**src/rtl/sdcmd_pkg.sv**
```systemverilog
package sdcmd_pkg;

    typedef enum logic [3:0] {
        P_DSEL, P_NOP, P_ACT, P_RD, P_WR, P_PRE, P_MRS, P_REF, P_BAD
    } pin_op_e;

    typedef enum logic [2:0] {
        ST_IDLE, ST_ACTIVE, ST_PWRDN, ST_SUSPEND, ST_SELFREF
    } dev_state_e;

    localparam int NCMD        = 15;
    localparam int CI_DESEL    = 0;
    localparam int CI_NOP      = 1;
    localparam int CI_ACT      = 2;
    localparam int CI_RD       = 3;
    localparam int CI_WR       = 4;
    localparam int CI_PRE      = 5;
    localparam int CI_MRS      = 6;
    localparam int CI_REF      = 7;
    localparam int CI_SREF_IN  = 8;
    localparam int CI_SREF_OUT = 9;
    localparam int CI_PD_IN    = 10;
    localparam int CI_PD_OUT   = 11;
    localparam int CI_SUS_IN   = 12;
    localparam int CI_SUS_OUT  = 13;
    localparam int CI_HOLD     = 14;

endpackage

```
**src/rtl/sdcmd_decode.sv**
```systemverilog
module sdcmd_decode
    import sdcmd_pkg::*;
(
    input  logic    cs_n,
    input  logic    ras_n,
    input  logic    cas_n,
    input  logic    we_n,
    output pin_op_e op
);

    always_comb begin
        if (cs_n) begin
            op = P_DSEL;
        end else begin
            unique case ({ras_n, cas_n, we_n})
                3'b111:  op = P_NOP;
                3'b011:  op = P_ACT;
                3'b101:  op = P_RD;
                3'b100:  op = P_WR;
                3'b010:  op = P_PRE;
                3'b000:  op = P_MRS;
                3'b001:  op = P_REF;
                default: op = P_BAD;
            endcase
        end
    end

endmodule

```
**src/rtl/sdcmd_burst.sv**
```systemverilog
module sdcmd_burst #(
    parameter int NBANK     = 4,
    parameter int BURST_LEN = 4,
    localparam int BA_W     = $clog2(NBANK),
    localparam int CW       = $clog2(BURST_LEN + 1)
) (
    input  logic            clk,
    input  logic            rst_n,
    input  logic            adv,
    input  logic            start,
    input  logic            start_ap,
    input  logic [BA_W-1:0] start_bank,
    output logic            busy,
    output logic            ap_pend,
    output logic [BA_W-1:0] ap_bank,
    output logic            ap_close
);

    logic [CW-1:0]   left_q;
    logic            ap_q;
    logic [BA_W-1:0] bank_q;

    assign busy     = (left_q != '0);
    assign ap_pend  = ap_q;
    assign ap_bank  = bank_q;
    assign ap_close = adv && ap_q && !start && (left_q == CW'(1));

    always_ff @(posedge clk or negedge rst_n) begin
        if (!rst_n) begin
            left_q <= '0;
            ap_q   <= 1'b0;
            bank_q <= '0;
        end else if (start) begin
            left_q <= CW'(BURST_LEN);
            ap_q   <= start_ap;
            bank_q <= start_bank;
        end else if (adv && busy) begin
            left_q <= left_q - CW'(1);
            if (left_q == CW'(1)) begin
                ap_q <= 1'b0;
            end
        end
    end

endmodule

```
**src/rtl/sdcmd_bank_track.sv**
```systemverilog
module sdcmd_bank_track #(
    parameter int NBANK = 4
) (
    input  logic             clk,
    input  logic             rst_n,
    input  logic [NBANK-1:0] set_mask,
    input  logic [NBANK-1:0] clr_mask,
    output logic [NBANK-1:0] open_q,
    output logic [NBANK-1:0] open_nxt
);

    for (genvar gi = 0; gi < NBANK; gi++) begin : g_bank
        assign open_nxt[gi] = (open_q[gi] && !clr_mask[gi]) || set_mask[gi];

        always_ff @(posedge clk or negedge rst_n) begin
            if (!rst_n) begin
                open_q[gi] <= 1'b0;
            end else begin
                open_q[gi] <= open_nxt[gi];
            end
        end

        // an activate only ever lands on a closed bank
        a_r3_set_only_closed: assert property (@(posedge clk) disable iff (!rst_n)
            set_mask[gi] |-> !open_q[gi]);

        // open and close never target the same bank in one cycle
        a_r5_no_set_and_clear: assert property (@(posedge clk) disable iff (!rst_n)
            !(set_mask[gi] && clr_mask[gi]));
    end

endmodule

```
**src/rtl/sdram_cmd_tracker.sv**
```systemverilog
module sdram_cmd_tracker
    import sdcmd_pkg::*;
#(
    parameter int NBANK     = 4,
    parameter int BURST_LEN = 4,
    localparam int BA_W     = $clog2(NBANK)
) (
    input  logic             clk,
    input  logic             rst_n,
    input  logic             cke,
    input  logic             cs_n,
    input  logic             ras_n,
    input  logic             cas_n,
    input  logic             we_n,
    input  logic             a10,
    input  logic [BA_W-1:0]  ba,
    output logic [NCMD-1:0]  cmd_vec,
    output logic             cmd_err,
    output logic             ap_flag,
    output logic [NBANK-1:0] pre_mask,
    output logic [NBANK-1:0] bank_open,
    output logic             dev_active,
    output logic             in_pwrdn,
    output logic             in_suspend,
    output logic             in_selfref,
    output logic             burst_busy
);

    pin_op_e          op;
    dev_state_e       state_q, state_d, tgt;
    logic [NBANK-1:0] bank_nxt, ba_hot, act_set, pre_clr, ap_mask;
    logic             busy, ap_pend, ap_close, start, start_ap, err_d;
    logic [BA_W-1:0]  ap_bank;
    int unsigned      idx_d;

    sdcmd_decode u_dec (
        .cs_n (cs_n), .ras_n(ras_n), .cas_n(cas_n), .we_n(we_n), .op(op)
    );

    sdcmd_burst #(.NBANK(NBANK), .BURST_LEN(BURST_LEN)) u_burst (
        .clk       (clk),
        .rst_n     (rst_n),
        .adv       (cke),
        .start     (start),
        .start_ap  (start_ap),
        .start_bank(ba),
        .busy      (busy),
        .ap_pend   (ap_pend),
        .ap_bank   (ap_bank),
        .ap_close  (ap_close)
    );

    assign ba_hot  = NBANK'(1) << ba;
    assign ap_mask = ap_close ? (NBANK'(1) << ap_bank) : '0;

    sdcmd_bank_track #(.NBANK(NBANK)) u_banks (
        .clk     (clk),
        .rst_n   (rst_n),
        .set_mask(act_set),
        .clr_mask(pre_clr | ap_mask),
        .open_q  (bank_open),
        .open_nxt(bank_nxt)
    );

    // command choice, legality and target class
    always_comb begin
        idx_d    = CI_NOP;
        err_d    = 1'b0;
        act_set  = '0;
        pre_clr  = '0;
        start    = 1'b0;
        start_ap = 1'b0;
        tgt      = ST_IDLE;
        unique case (state_q)
            ST_IDLE, ST_ACTIVE: begin
                if (cke) begin
                    unique case (op)
                        P_DSEL: idx_d = CI_DESEL;
                        P_NOP:  idx_d = CI_NOP;
                        P_ACT: begin
                            idx_d = CI_ACT;
                            if (bank_open[ba] || (ap_pend && ap_bank == ba)) begin
                                err_d = 1'b1;
                            end else begin
                                act_set = ba_hot;
                            end
                        end
                        P_RD, P_WR: begin
                            idx_d = (op == P_RD) ? CI_RD : CI_WR;
                            if (!bank_open[ba] || ap_pend) begin
                                err_d = 1'b1;
                            end else begin
                                start    = 1'b1;
                                start_ap = a10;
                            end
                        end
                        P_PRE: begin
                            idx_d   = CI_PRE;
                            pre_clr = a10 ? '1 : ba_hot;
                        end
                        P_MRS, P_REF: begin
                            idx_d = (op == P_MRS) ? CI_MRS : CI_REF;
                            err_d = (bank_open != '0) || busy;
                        end
                        default: begin
                            idx_d = CI_NOP;
                            err_d = 1'b1;
                        end
                    endcase
                end else if (op == P_REF && bank_open == '0 && !busy) begin
                    idx_d = CI_SREF_IN;
                    tgt   = ST_SELFREF;
                end else begin
                    err_d = (op == P_REF);
                    idx_d = busy ? CI_SUS_IN : CI_PD_IN;
                    tgt   = busy ? ST_SUSPEND : ST_PWRDN;
                end
            end
            ST_PWRDN: begin
                idx_d = cke ? CI_PD_OUT : CI_HOLD;
                tgt   = cke ? ST_IDLE : ST_PWRDN;
            end
            ST_SUSPEND: begin
                idx_d = cke ? CI_SUS_OUT : CI_HOLD;
                tgt   = cke ? ST_IDLE : ST_SUSPEND;
            end
            ST_SELFREF: begin
                idx_d = cke ? CI_SREF_OUT : CI_HOLD;
                tgt   = cke ? ST_IDLE : ST_SELFREF;
            end
            default: begin
                idx_d = CI_NOP;
                tgt   = ST_IDLE;
            end
        endcase
    end

    // running target resolves to idle or active from the next bank flags
    always_comb begin
        if (tgt == ST_IDLE) begin
            state_d = (bank_nxt != '0) ? ST_ACTIVE : ST_IDLE;
        end else begin
            state_d = tgt;
        end
    end

    // state register
    always_ff @(posedge clk or negedge rst_n) begin
        if (!rst_n) begin
            state_q <= ST_IDLE;
        end else begin
            state_q <= state_d;
        end
    end

    // registered outputs
    always_ff @(posedge clk or negedge rst_n) begin
        if (!rst_n) begin
            cmd_vec  <= '0;
            cmd_err  <= 1'b0;
            ap_flag  <= 1'b0;
            pre_mask <= '0;
        end else begin
            cmd_vec  <= NCMD'(1) << idx_d;
            cmd_err  <= err_d;
            ap_flag  <= start && start_ap;
            pre_mask <= pre_clr;
        end
    end

    assign dev_active = (state_q == ST_ACTIVE);
    assign in_pwrdn   = (state_q == ST_PWRDN);
    assign in_suspend = (state_q == ST_SUSPEND);
    assign in_selfref = (state_q == ST_SELFREF);
    assign burst_busy = busy;

    // a refused command leaves every bank flag as it was
    a_r7_err_keeps_banks: assert property (@(posedge clk) disable iff (!rst_n)
        (cmd_err && !$past(ap_close)) |-> $stable(bank_open));

    // self refresh is only ever entered with every bank closed
    a_r8_selfref_from_idle: assert property (@(posedge clk) disable iff (!rst_n)
        $rose(in_selfref) |-> (bank_open == '0 && !burst_busy));

    // clock suspend always holds a frozen, unfinished burst
    a_r9_suspend_keeps_burst: assert property (@(posedge clk) disable iff (!rst_n)
        in_suspend |-> burst_busy);

    // the auto-precharge pulse only follows a read or write code
    a_r4_ap_on_rdwr: assert property (@(posedge clk) disable iff (!rst_n)
        ap_flag |-> (cmd_vec[CI_RD] || cmd_vec[CI_WR]));

endmodule

```
**config.mk**
```make
export PLATFORM = sky130hd
export DESIGN_NAME = sdram_cmd_tracker
export DESIGN_NICKNAME = d
export VERILOG_FILES = /design/src/rtl/sdcmd_pkg.sv /design/src/rtl/sdcmd_decode.sv /design/src/rtl/sdcmd_burst.sv /design/src/rtl/sdcmd_bank_track.sv /design/src/rtl/sdram_cmd_tracker.sv
export SDC_FILE = /design/constraint.sdc
export NUM_CORES = 1
export LEC_CHECK = 0
export ABC_AREA = 1
export BUFFER_PORTS_ARGS = -buffer_cell sky130_fd_sc_hd__buf_2
export CAP_MARGIN = 15
export CORE_ASPECT_RATIO = 0.75
export CORE_MARGIN = 4
export CORE_UTILIZATION = 35
export CTS_BUF_LIST = sky130_fd_sc_hd__clkbuf_4 sky130_fd_sc_hd__clkbuf_8 sky130_fd_sc_hd__clkbuf_16
export DETAILED_ROUTE_END_ITERATION = 7
export GPL_ROUTABILITY_DRIVEN = 0
export PLACE_DENSITY = 0.68
export SLEW_MARGIN = 5
export SYNTH_ARGS = -nofsm -noshare
export SYNTH_HDL_FRONTEND = slang
export SYNTH_SLANG_ARGS = --single-unit
```
**constraint.sdc**
```tcl
create_clock -name clk -period 1.7 [get_ports clk]
set_clock_uncertainty 0.2 [all_clocks]
set_input_delay 0 -clock clk [delete_from_list [all_inputs] [get_ports clk]]
set_output_delay 0 -clock clk [all_outputs]
set_load 0.01 [all_outputs]
```
---- Word-level counts from Yosys, hierarchy flattened ----
Index checks and enable logic that the tools add are counted.
storage, ports and cells
  flip-flop bits (word level) ............. 34
  bits in latches ......................... 0
  memory bits (writable) .................. 0
  bits in read-only memories .............. 0
  input port bits ......................... 10
  output and inout bits ................... 30
  word-level logic and storage cells ...... 129
  memories kept ........................... 0
operators by class
  $add $sub $neg .......................... 1
  $mul .................................... 0
  div/mod/pow operators ................... 0
  magnitude comparators ................... 1
  equality and inequality tests ........... 19
  shift operators ......................... 3
  muxes and demuxes ....................... 51
  bitwise gates (word level) .............. 1
  reduce and logical (&&, ||, !) cells .... 41
operators with widths
  operator                                              number
  case mux 32 bit (4 select lines)                      1
  two-way mux 4 bit                                     10
  two-way mux 3 bit                                     11
  two-way mux 32 bit                                    1
  left shift 1 x 32 -> 15 bit (first input constant)    1
  case mux 4 bit (7 select lines)                       1
  two-way mux 1 bit                                     20
  equality test 4 x 3 -> 1 bit (second input constant)  4
  case mux 3 bit (5 select lines)                       1
  equality test 3 x 2 -> 1 bit (second input constant)  4
  equality test 3 bit (second input constant)           4
  logical AND 1 bit                                     12
  case mux 3 bit (4 select lines)                       1
  equality test 3 x 1 -> 1 bit (second input constant)  3
  logical NOT 3 bit                                     3
  equality test 4 x 2 -> 1 bit (second input constant)  2
  logical NOT 4 bit                                     2
  nonzero test 4 bit                                    2
  left shift 1 x 2 -> 4 bit (first input constant)      2
  logical NOT 1 bit                                     7
  logical OR 1 bit                                      7
  two-way mux 2 bit                                     3
  OR reduction 2 bit                                    3
  equality test 4 x 1 -> 1 bit (second input constant)  1
  other kinds (10)                                      11

---- Logic depth before layout (Yosys ltp) ----
Gate-level depths: netlist (run 1).
  depth in word-level cells ............... 19
  gate-level depth with buffers ........... 12

---- Hierarchy ----
A second synthesis (run 1) with hierarchy kept.
unflattened totals
  cells, all modules ...................... 256
  area, all modules ....................... 1859.3 sq um
by module, submodules not included
  module             times used  cells each  area an instance (sq um)
  sdram_cmd_tracker  1           175         1281.2
  sdcmd_burst        1           45          352.8
  sdcmd_bank_track   1           20          160.2
  sdcmd_decode       1           16          65.1

---- Worst setup path after synthesis (run 1) ----
No wires, ideal clock.
  path kind ............................... reg-to-reg
  start point ............................. reg u_burst.left_q[0]
  end point ............................... reg cmd_vec[1]
  arrival time ............................ 1.271 ns
  required time ........................... 1.377 ns
  slack ................................... 0.106 ns
  stages on the path, launching flop included .. 12
  path through ............................ dfrtp_1 inv_1 ha_1 nand2_1 inv_1 nand2_2 nor2_2 nor2_2 o21ai_2 inv_2 nand3_1 nor2_1
on the way
  longest elaborated chain between the ends .. 7
  elaborated cells on any way between the ends .. 8
ends and longest elaborated chain
  item                                line                      source
  start: declaration                  sdcmd_burst.sv:19         logic [CW-1:0] left_q;
  start signal: assignment            sdcmd_burst.sv:34         left_q <= CW'(BURST_LEN);
  start signal: assignment            sdcmd_burst.sv:38         left_q <= left_q - CW'(1);
  nonzero test 3 bit *                sdcmd_burst.sv:23         assign busy = (left_q != '0);
  via burst_busy                      sdram_cmd_tracker.sv:26   output logic burst_busy
  logical NOT 1 bit                   sdram_cmd_tracker.sv:110  end else if (op == P_REF && bank_open == '0 && !busy) begin
  logical AND 1 bit                   sdram_cmd_tracker.sv:110
  two-way mux 3 bit *                 sdram_cmd_tracker.sv:110
  two-way mux 32 bit *                sdram_cmd_tracker.sv:76   if (cke) begin
  case mux 32 bit (4 select lines) *  sdram_cmd_tracker.sv:74   unique case (state_q)
  left shift 1 x 32 -> 15 bit *       sdram_cmd_tracker.sv:164  cmd_vec <= NCMD'(1) << idx_d;
  end signal: assignment              sdram_cmd_tracker.sv:164
  end: declaration                    sdram_cmd_tracker.sv:17   output logic [NCMD-1:0] cmd_vec,
Mark *: on every way through the listed nets, which the timed path passes. The rest lies on a longest branch.
A chain may end at the register's enable or synchronous reset.

---- Final worst setup path (run 1) ----
  start point ............................. reg u_burst.left_q[0]
  end point ............................... reg state_q[0]
on the way
  longest elaborated chain between the ends .. 10
  elaborated cells on any way between the ends .. 27
ends and longest elaborated chain
  item                          line                      source
  equality test 3 x 1 -> 1 bit  sdcmd_burst.sv:26         assign ap_close = adv && ap_q && !start && (left_q == CW'(1));
  logical AND 1 bit             sdcmd_burst.sv:26
  two-way mux 4 bit             sdram_cmd_tracker.sv:54   assign ap_mask = ap_close ? (NBANK'(1) << ap_bank) : '0;
  bitwise OR 4 bit              sdram_cmd_tracker.sv:60   .clr_mask(pre_clr | ap_mask),
  logical NOT 1 bit             sdcmd_bank_track.sv:13    assign open_nxt[gi] = (open_q[gi] && !clr_mask[gi]) || set_mask[gi];
  logical AND 1 bit             sdcmd_bank_track.sv:13
  logical OR 1 bit              sdcmd_bank_track.sv:13
  via bank_nxt[0]               sdram_cmd_tracker.sv:31   logic [NBANK-1:0] bank_nxt, ba_hot, act_set, pre_clr, ap_mask;
  nonzero test 4 bit            sdram_cmd_tracker.sv:141  state_d = (bank_nxt != '0) ? ST_ACTIVE : ST_IDLE;
  two-way mux 1 bit             sdram_cmd_tracker.sv:141
  two-way mux 3 bit             sdram_cmd_tracker.sv:140  if (tgt == ST_IDLE) begin
  via state_d[0]                sdram_cmd_tracker.sv:30   dev_state_e state_q, state_d, tgt;
  end signal: assignment        sdram_cmd_tracker.sv:152  state_q <= state_d;
  end: declaration              sdram_cmd_tracker.sv:30
The timed path passes the listed nets, and every way through them passes these cells.

==> results of run 1 <==
-- stage by stage --
stage	std cells	setup WS, ns	hold slack (ns)	total power (µW)	TNS, ns
after floorplan	224	0.106	-0.496	1330	0
after global placement	333	-0.0136	-0.141	1520	-0.0356
after detailed placement	333	-0.0206	-0.142	1530	-0.0590
after CTS	351	0.00512	-0.120	2290	0
after global routing	362	-0.0948	-0.0797	2650	-0.460
final	362	0.0178	-0.101	2490	0
-- power by group through the flow --
stage	registers (µW)	clock network, µW	logic (µW)
after CTS	953	744	590
after global routing	976	771	902
after global placement	966	0	551
final	964	729	797
after floorplan	973	0	358
after detailed placement	968	0	557
-- metal layers --
layer  part of all wire, %  up-vias  track usage [%]
met1                    48      800             20.4
li1                      -      857                -
met4                   1.2        0             4.75
met5                     0        -                0
met2                    44       44             21.9
met3                   6.0        7             5.86
-- final timing paths --
path                              startpoint                 to  slack [ns]  cells after the start
min                                     cs_n            cmd_err       -0.10                      4
max reg2reg                u_burst.left_q[0]         state_q[0]        0.02                     11
max                        u_burst.left_q[0]         state_q[0]        0.02                     11
min in group asynchronous              rst_n        cmd_vec[12]        0.07                      3
max in group asynchronous              rst_n        pre_mask[1]        0.93                      3
min reg2reg                u_burst.left_q[2]  u_burst.left_q[2]        0.31                      2
-- synthesized netlist by cell type (all sizes together) --
master / instances / share of area, %
nand2: 59 / 14
inv: 40 / 8.4
dfrtp: 34 / 48
nor2: 34 / 9.5
nand3: 23 / 6.7
o21ai: 10 / 3.0
nor3: 8 / 3.1
a21oi: 3 / 0.84
ha: 3 / 2.1
nand4: 3 / 1.1
o2111ai: 2 / 0.98
a21boi: 1 / 0.42
buf: 1 / 0.28
nand3b: 1 / 1.1
nor4: 1 / 0.35
xor2: 1 / 0.49
-- cells by family (layout without fill, tap and decap cells) --
| family | count (synthesis) | count (layout) |
|---|---|---|
| AOI/OAI and AO/OA | 16 | 16 |
| xor gates and xnor gates | 1 | 1 |
| adders and majority gates | 3 | 3 |
| buffers and inverters | 41 | 119 |
| DFF | 34 | 34 |
| and+or+nand+nor | 129 | 129 |
-- layout by cell type (no fill, tap or decap), types with 5 or more instances in the layout --
master,instances
sky130_fd_sc_hd__nor2_1,20
sky130_fd_sc_hd__dlygate4sd3_1,10
sky130_fd_sc_hd__nand3_2,10
sky130_fd_sc_hd__clkbuf_8,8
sky130_fd_sc_hd__inv_2,10
sky130_fd_sc_hd__nand2_2,13
sky130_fd_sc_hd__nand2_1,44
sky130_fd_sc_hd__o21ai_0,5
sky130_fd_sc_hd__nor2_2,6
sky130_fd_sc_hd__nand3_1,13
sky130_fd_sc_hd__inv_1,29
sky130_fd_sc_hd__dfrtp_1,34
sky130_fd_sc_hd__nor2_4,8
sky130_fd_sc_hd__buf_2,38
sky130_fd_sc_hd__buf_4,21
-- registers in the layout (all words and copies together), names as in the netlist, 2 cells and up --
signal and count:
cmd_vec 15, pre_mask 4, state_q 3, u_banks.open_q 4, u_burst.ap_bank 2, u_burst.left_q 3
-- critical path, stage by stage (launching register included) --
cell                      delay, ns
sky130_fd_sc_hd__dfrtp_1       0.40
sky130_fd_sc_hd__buf_6         0.12
sky130_fd_sc_hd__ha_4          0.12
sky130_fd_sc_hd__nand2_2       0.06
sky130_fd_sc_hd__nor2_4        0.17
sky130_fd_sc_hd__nand3_2       0.09
sky130_fd_sc_hd__nand3_2       0.09
sky130_fd_sc_hd__nand2_2       0.07
sky130_fd_sc_hd__nor2_2        0.11
sky130_fd_sc_hd__nand2_1       0.05
sky130_fd_sc_hd__nand2_1       0.05
sky130_fd_sc_hd__nand2_1       0.04
-- cell type report --
cell class | instances | area, µm² | area share (%)
inverters | 40 | 153 | 5.88
repair buffers | 71 | 470 | 18.1
clock buffers | 8 | 110 | 4.24
well taps | 60 | 75.1 | 2.89
flip-flops and latches | 34 | 851 | 32.8
multi-input cells | 149 | 937 | 36.1
-- timing repair --
action / in CTS / in global routing
pin swaps: 0 / 13
buffers inserted: 0 / 11
resized for setup: 2 / 44
endpoints found under the setup margin: 7 / 12
endpoints found under the hold margin: 58 / 4
==> run summary, run 1 <==
In this run the cell area measured after placement is approximately 2100 µm². The final number of hold-violating endpoints came out at 4. The routed length per instance is ~13 µm. Summed over all nets, the half-perimeter wirelength after detailed placement is around 3100 µm. Using the TritonRoute via totals, the vias-per-cell ratio works out to 4.72. In this run the count of I/O pins placed on the die edge is 40. From synthesis to final layout, the design area changed by 45.6%. The complex-gate fraction of the synthesized area is between 5 and 6%. The path type of the worst min-delay path is input pin to flip-flop. Sequential elements use a little under half of the synthesized area.

The global-route wire length before repair is between 7000 and 8000 µm. The clock input transition at the sequential cells of the worst setup and hold paths came out at 0.07 ns. The number of iterations in the first detailed-routing pass is 4. The worst vdd rail ir drop came out at 459 µV.

The post-synthesis xor/xnor area fraction came out at less than 1%. The final net count came out at 314. The final design instance area without fill came out at approximately 2600 µm². The mean area per synthesized cell is about 8 µm².

The CTS H-tree depth came out at 2. Summing the areas of all and, or, nand and nor instances in the mapped netlist gives between 30% and 40% of the synthesized area. STA classifies the critical path endpoint as a flip-flop. The combinational share of power is around a third. The total of fill cells in the finished design is 463. The count of max-cap constraint violations came out at 0. Dividing the final minimum period by the clock period gives between 90% and 100%. The clock insertion delay at the later pin of the skew report came out at between 0.2 and 0.3 ns.

The switching portion of total power is between 30 and 40%. The remaining global-route overflow came out at 0. The residual DRC count is 0.

Synthesis inferred 34 register bits. The number of global-route vias before repair came to around 1600. The total clock buffers created by CTS came out at 5. The count of clock tree sinks came out at 34. The region available for standard cell placement spans 4900 µm².

Synthesis handed over a netlist of approximately 220 instances. For this run, the total global-route usage over all layers was measured as around 15%. The largest net degree at the start of global routing came out at 35.

The residual antenna-violating net count after detailed routing is 0. The slew at the pin with the worst max-slew slack is 0.428 ns. The worst-case clock buffer depth came out at 2. The proportion of synthesized area in mux cells is 0%. The total leakage power is ~0.0014 µW. Data on the critical path arrives at its endpoint at 1.67 ns. The total via count after detailed routing came out at approximately 1700. The final critical path time including I/O delays and setup came out at between 1.5 and 2 ns.

The starting density of the core came out at a little over a third. The root buffer cell is sky130_fd_sc_hd__clkbuf_8. The floorplan die height is roughly 70 µm. Setup violations remaining at the end of the flow were counted as 0. The internal power of the cells totals 1640 µW.

By area, the combinational part of the netlist is dominated by simple AND/OR/NAND/NOR gates. Setup repair after global routing could not meet its margin everywhere. The number of pins exceeding their max-slew limit in the final report is 0.

The final standard cell utilization of the core came out at 53.0%. After the first detailed-routing iteration, the DRC count stood at around 100. The synthesized net count is ~240. Wires add up to around 4600 µm. STA classifies the critical path startpoint as a flip-flop. In the final layout, the share of cells above drive strength 1 is a little over two fifths. For this design the ratio of total power to cell area is between 900 and 1000 nW/µm². The net switching component of the power is about 850 µW.

The checks that failed: hold timing. The largest fanout on the critical path is 4. After floorplanning, the core was divided into 22 placement rows.

The count of input and output buffers came out at 39. The die width is roughly 90 µm. The initial antenna violation count is 0. The number of hold-repair buffers added at the cts stage came out at 10. The number of diodes is 0. The power share of the clock group is about 29%. TritonCTS built the clock tree. The Yosys warning count came out at 0.

The post-synthesis share of cell area spent on full adders, half adders and majority gates is around 2.1%. The worst hold slack came out at -0.101 ns. Counting distinct cell types in the post-synthesis netlist gives 25. The area of the die is 6310 µm².

Derived from the worst setup path, the maximum achievable clock frequency is slightly below 600 MHz. The flow ran to the end, but the final reports show violations. The sequential group share of total power came out at 38.7%. The synthesized netlist occupies a cell area of approximately 1800 µm².

The critical path data required time came out at roughly 1.7 ns. Headroom to the max-slew limit came out at ~71%. The type of the setup path with the least slack is flip-flop to flip-flop.
Power figures use the tool's default switching activity.
==> inputs of run 2 (changes only) <==
- CORE_MARGIN: 4 -> 8
==> run summary, run 2 (synthesized netlist as in run 1, its figures left out) <==
The run finished, with violations left. The normalized max-slew margin was 70.7% (-0.79 points). The total via count after detailed routing came out at 1698 (-0.59%).

The largest net degree at the start of global routing is 35 (unchanged). The post-detailed-routing wire length came out at 4660 µm (+1.3%). The final net count came out at 310 (-1.3%). The CTS H-tree depth is 2 (unchanged). The fmax is 598 MHz (+0.56%). The detailed-placement wirelength estimate was 3340 µm (+6.6%). The final standard cell utilization of the core came to 51.6% (-1.4 points).

The area of the die is 7660 µm² (+21%). The number of global-route vias before repair came out at 1629 (+3.8%). The number of design-rule violations left by the first detailed-router iteration came to 91 (-13%).

The period utilization came out at 98.4% (-0.55 points). The uppermost signal routing layer after detailed routing is met4. The critical path arrival came out at 1.69 ns (+0.02 ns). The number of setup violations in the final report came out at 0 (unchanged).

The placement-stage worst setup slack came out at -0.0663 ns (-0.0457 ns). The category of the worst setup path launch point is a flip-flop. The clock input transition at the sequential cells of the worst setup and hold paths is 0.07 ns (about the same). The path type of the worst min-delay path is input pin to flip-flop. The remaining global-route overflow is 0 (unchanged). The type of the setup path with the least slack is flip-flop to flip-flop. The total routing usage reported by global routing is 12.2% (-2.8 points). The area growth from synthesis to layout is 41.8%. The number of standard cells in the layout, taps in and fillers out is 357 (-1.4%).

The floorplan die height is 77.8 µm (+11%). The register ranked first by flip-flop count is cmd_vec. The total clock buffers created by CTS is 5 (unchanged). The setup total negative slack came out at 0 ns (unchanged). The tree is rooted in a sky130_fd_sc_hd__clkbuf_8.

TritonCTS built the clock tree. The share of cells above drive strength 1 is 43.1% (+0.051 points). The residual DRC count is 0 (unchanged). The core outline area came out at 4900 µm² (unchanged). The starting density of the core came out at 36.4% (unchanged).

The number of standard-cell rows in the floorplan came out at 22 (unchanged). The final critical path time including I/O delays and setup is 1.67 ns (-0.00929 ns). For hold timing, the worst endpoint is cmd_err.

The final number of hold-violating endpoints is 4 (unchanged). The register-to-register setup slack came out at 0.03 ns (about the same). The worst hold path begins at cs_n.

The clock insertion delay at the later pin of the skew report came out at 0.29 ns (about the same). The met3 wire length is 373 µm (+36%). The worst-case reg-to-reg path depth came out at 12 (+1).

The count of input and output buffers is 39 (unchanged). The worst-case setup margin in the final layout is 0.0271 ns (+0.00929 ns). The launch point of the worst reg-to-reg path is u_burst.left_q[1]. The number of diodes is 0 (unchanged).

The count of clock tree sinks is 34 (unchanged). The global-route wire length before repair was 7670 µm (+1.5%). The residual antenna-violating net count after detailed routing is 0 (unchanged).

The type of element capturing the critical path is a flip-flop. The library cell used most frequently in the layout, excluding fill and tap cells, is sky130_fd_sc_hd__nand2_1. The power density relative to cell area is 934 nW/µm² (-2.7%). The number of flip-flops under the largest register name came out at 15 (unchanged). The critical path data required time came to 1.72 ns (+0.03 ns). The largest registers in the layout are cmd_vec (15), pre_mask (4), u_banks.open_q (4).

In the layout the commonest cells are 44 x sky130_fd_sc_hd__nand2_1, 38 x sky130_fd_sc_hd__buf_2, 34 x sky130_fd_sc_hd__dfrtp_1. The placed instance count is 336 (+0.90%). The number of pins exceeding their max-slew limit in the final report is 0 (unchanged). The routed length per instance came out at 13.1 µm (+2.7%).

The worst vdd rail ir drop is 520 µV (+13%). The hold path depth is 4 (unchanged). The vias per cell came out at 4.76 (+0.81%). The final reports fail on hold timing. The number of iterations in the first detailed-routing pass is 6 (+2). The length of routed met2 wiring came to 2130 µm (+4.2%). The initial antenna violation count is 0 (unchanged). The slew at the pin with the worst max-slew slack is 0.440 ns (+0.0118 ns). The total leakage power came to 0.00140 µW (-2.0%).

The post-route met1 wirelength came out at 2120 µm (-5.2%). Setup repair after global routing could not meet its margin everywhere. The count of max-cap constraint violations is 0 (unchanged).

The number of primary I/O pins is 40 (unchanged). The worst-case clock buffer depth is 2 (unchanged). The largest fanout on the critical path is 4 (unchanged).

The die width came to 98.4 µm (+8.8%). The worst hold slack came out at -0.0907 ns (+0.0103 ns). In this run the critical register-to-register path is captured at cmd_vec[1].
## run 2: power by group
group	switching, µW	total, µW	internal, µW
combinational	481	828	347
sequential	73.4	964	890
clock	294	569	275
## run 2: area by class of cell
type / count / area [µm²]
fillers: 472 / 2370
multi-input cells: 149 / 931
flip-flops and latches: 34 / 851
repair buffers: 67 / 437
inverters: 40 / 155
well taps: 60 / 75.1
clock buffers: 5 / 68.8
clock inverters: 2 / 10.0
## run 2: worst max-delay path, cell delays in order (launching register included)
cell,delay (ns)
sky130_fd_sc_hd__dfrtp_1,0.35
sky130_fd_sc_hd__inv_2,0.05
sky130_fd_sc_hd__buf_6,0.12
sky130_fd_sc_hd__ha_4,0.16
sky130_fd_sc_hd__nand2_4,0.08
sky130_fd_sc_hd__inv_4,0.04
sky130_fd_sc_hd__nand2_4,0.07
sky130_fd_sc_hd__nor2_4,0.04
sky130_fd_sc_hd__nor2_2,0.11
sky130_fd_sc_hd__o21ai_2,0.09
sky130_fd_sc_hd__inv_2,0.11
sky130_fd_sc_hd__nand3_2,0.08
sky130_fd_sc_hd__nor2_2,0.10
## run 2: layer usage
layer  global-route usage [%]  vias to the layer above
met3                     4.37                        5
met1                     15.9                      794
met2                     18.6                       53
met4                     3.66                        0
met5                        0                        -
li1                         -                      846
## run 2: how the worst max path moves through the flow
stage	slack, ns	startpoint	end
3_5_place_dp	-0.07	u_burst.left_q[1]	cmd_vec[6]
2_1_floorplan	0.11	u_burst.left_q[0]	cmd_vec[1]
3_3_place_gp	0.007	u_burst.left_q[1]	cmd_vec[7]
4_1_cts	0.007	u_burst.left_q[0]	cmd_vec[1]
5_1_grt	-0.07	u_burst.left_q[1]	state_q[0]
6_report	0.03	u_burst.left_q[1]	cmd_vec[1]
## run 2: repair_timing
item	4_1_cts	5_1_grt
setup endpoints to repair	8	15
resized for setup	9	37
pin swaps	4	15
hold buffers	8	2
buffers inserted	1	3
hold endpoints to repair	55	4
## run 2: per-stage QoR
stage	total power (µW)	area [µm²]
3_3_place_gp	1550	2150
3_5_place_dp	1570	2150
5_1_grt	2520	2530
4_1_cts	2240	2350
2_1_floorplan	1330	1780
6_report	2360	2530
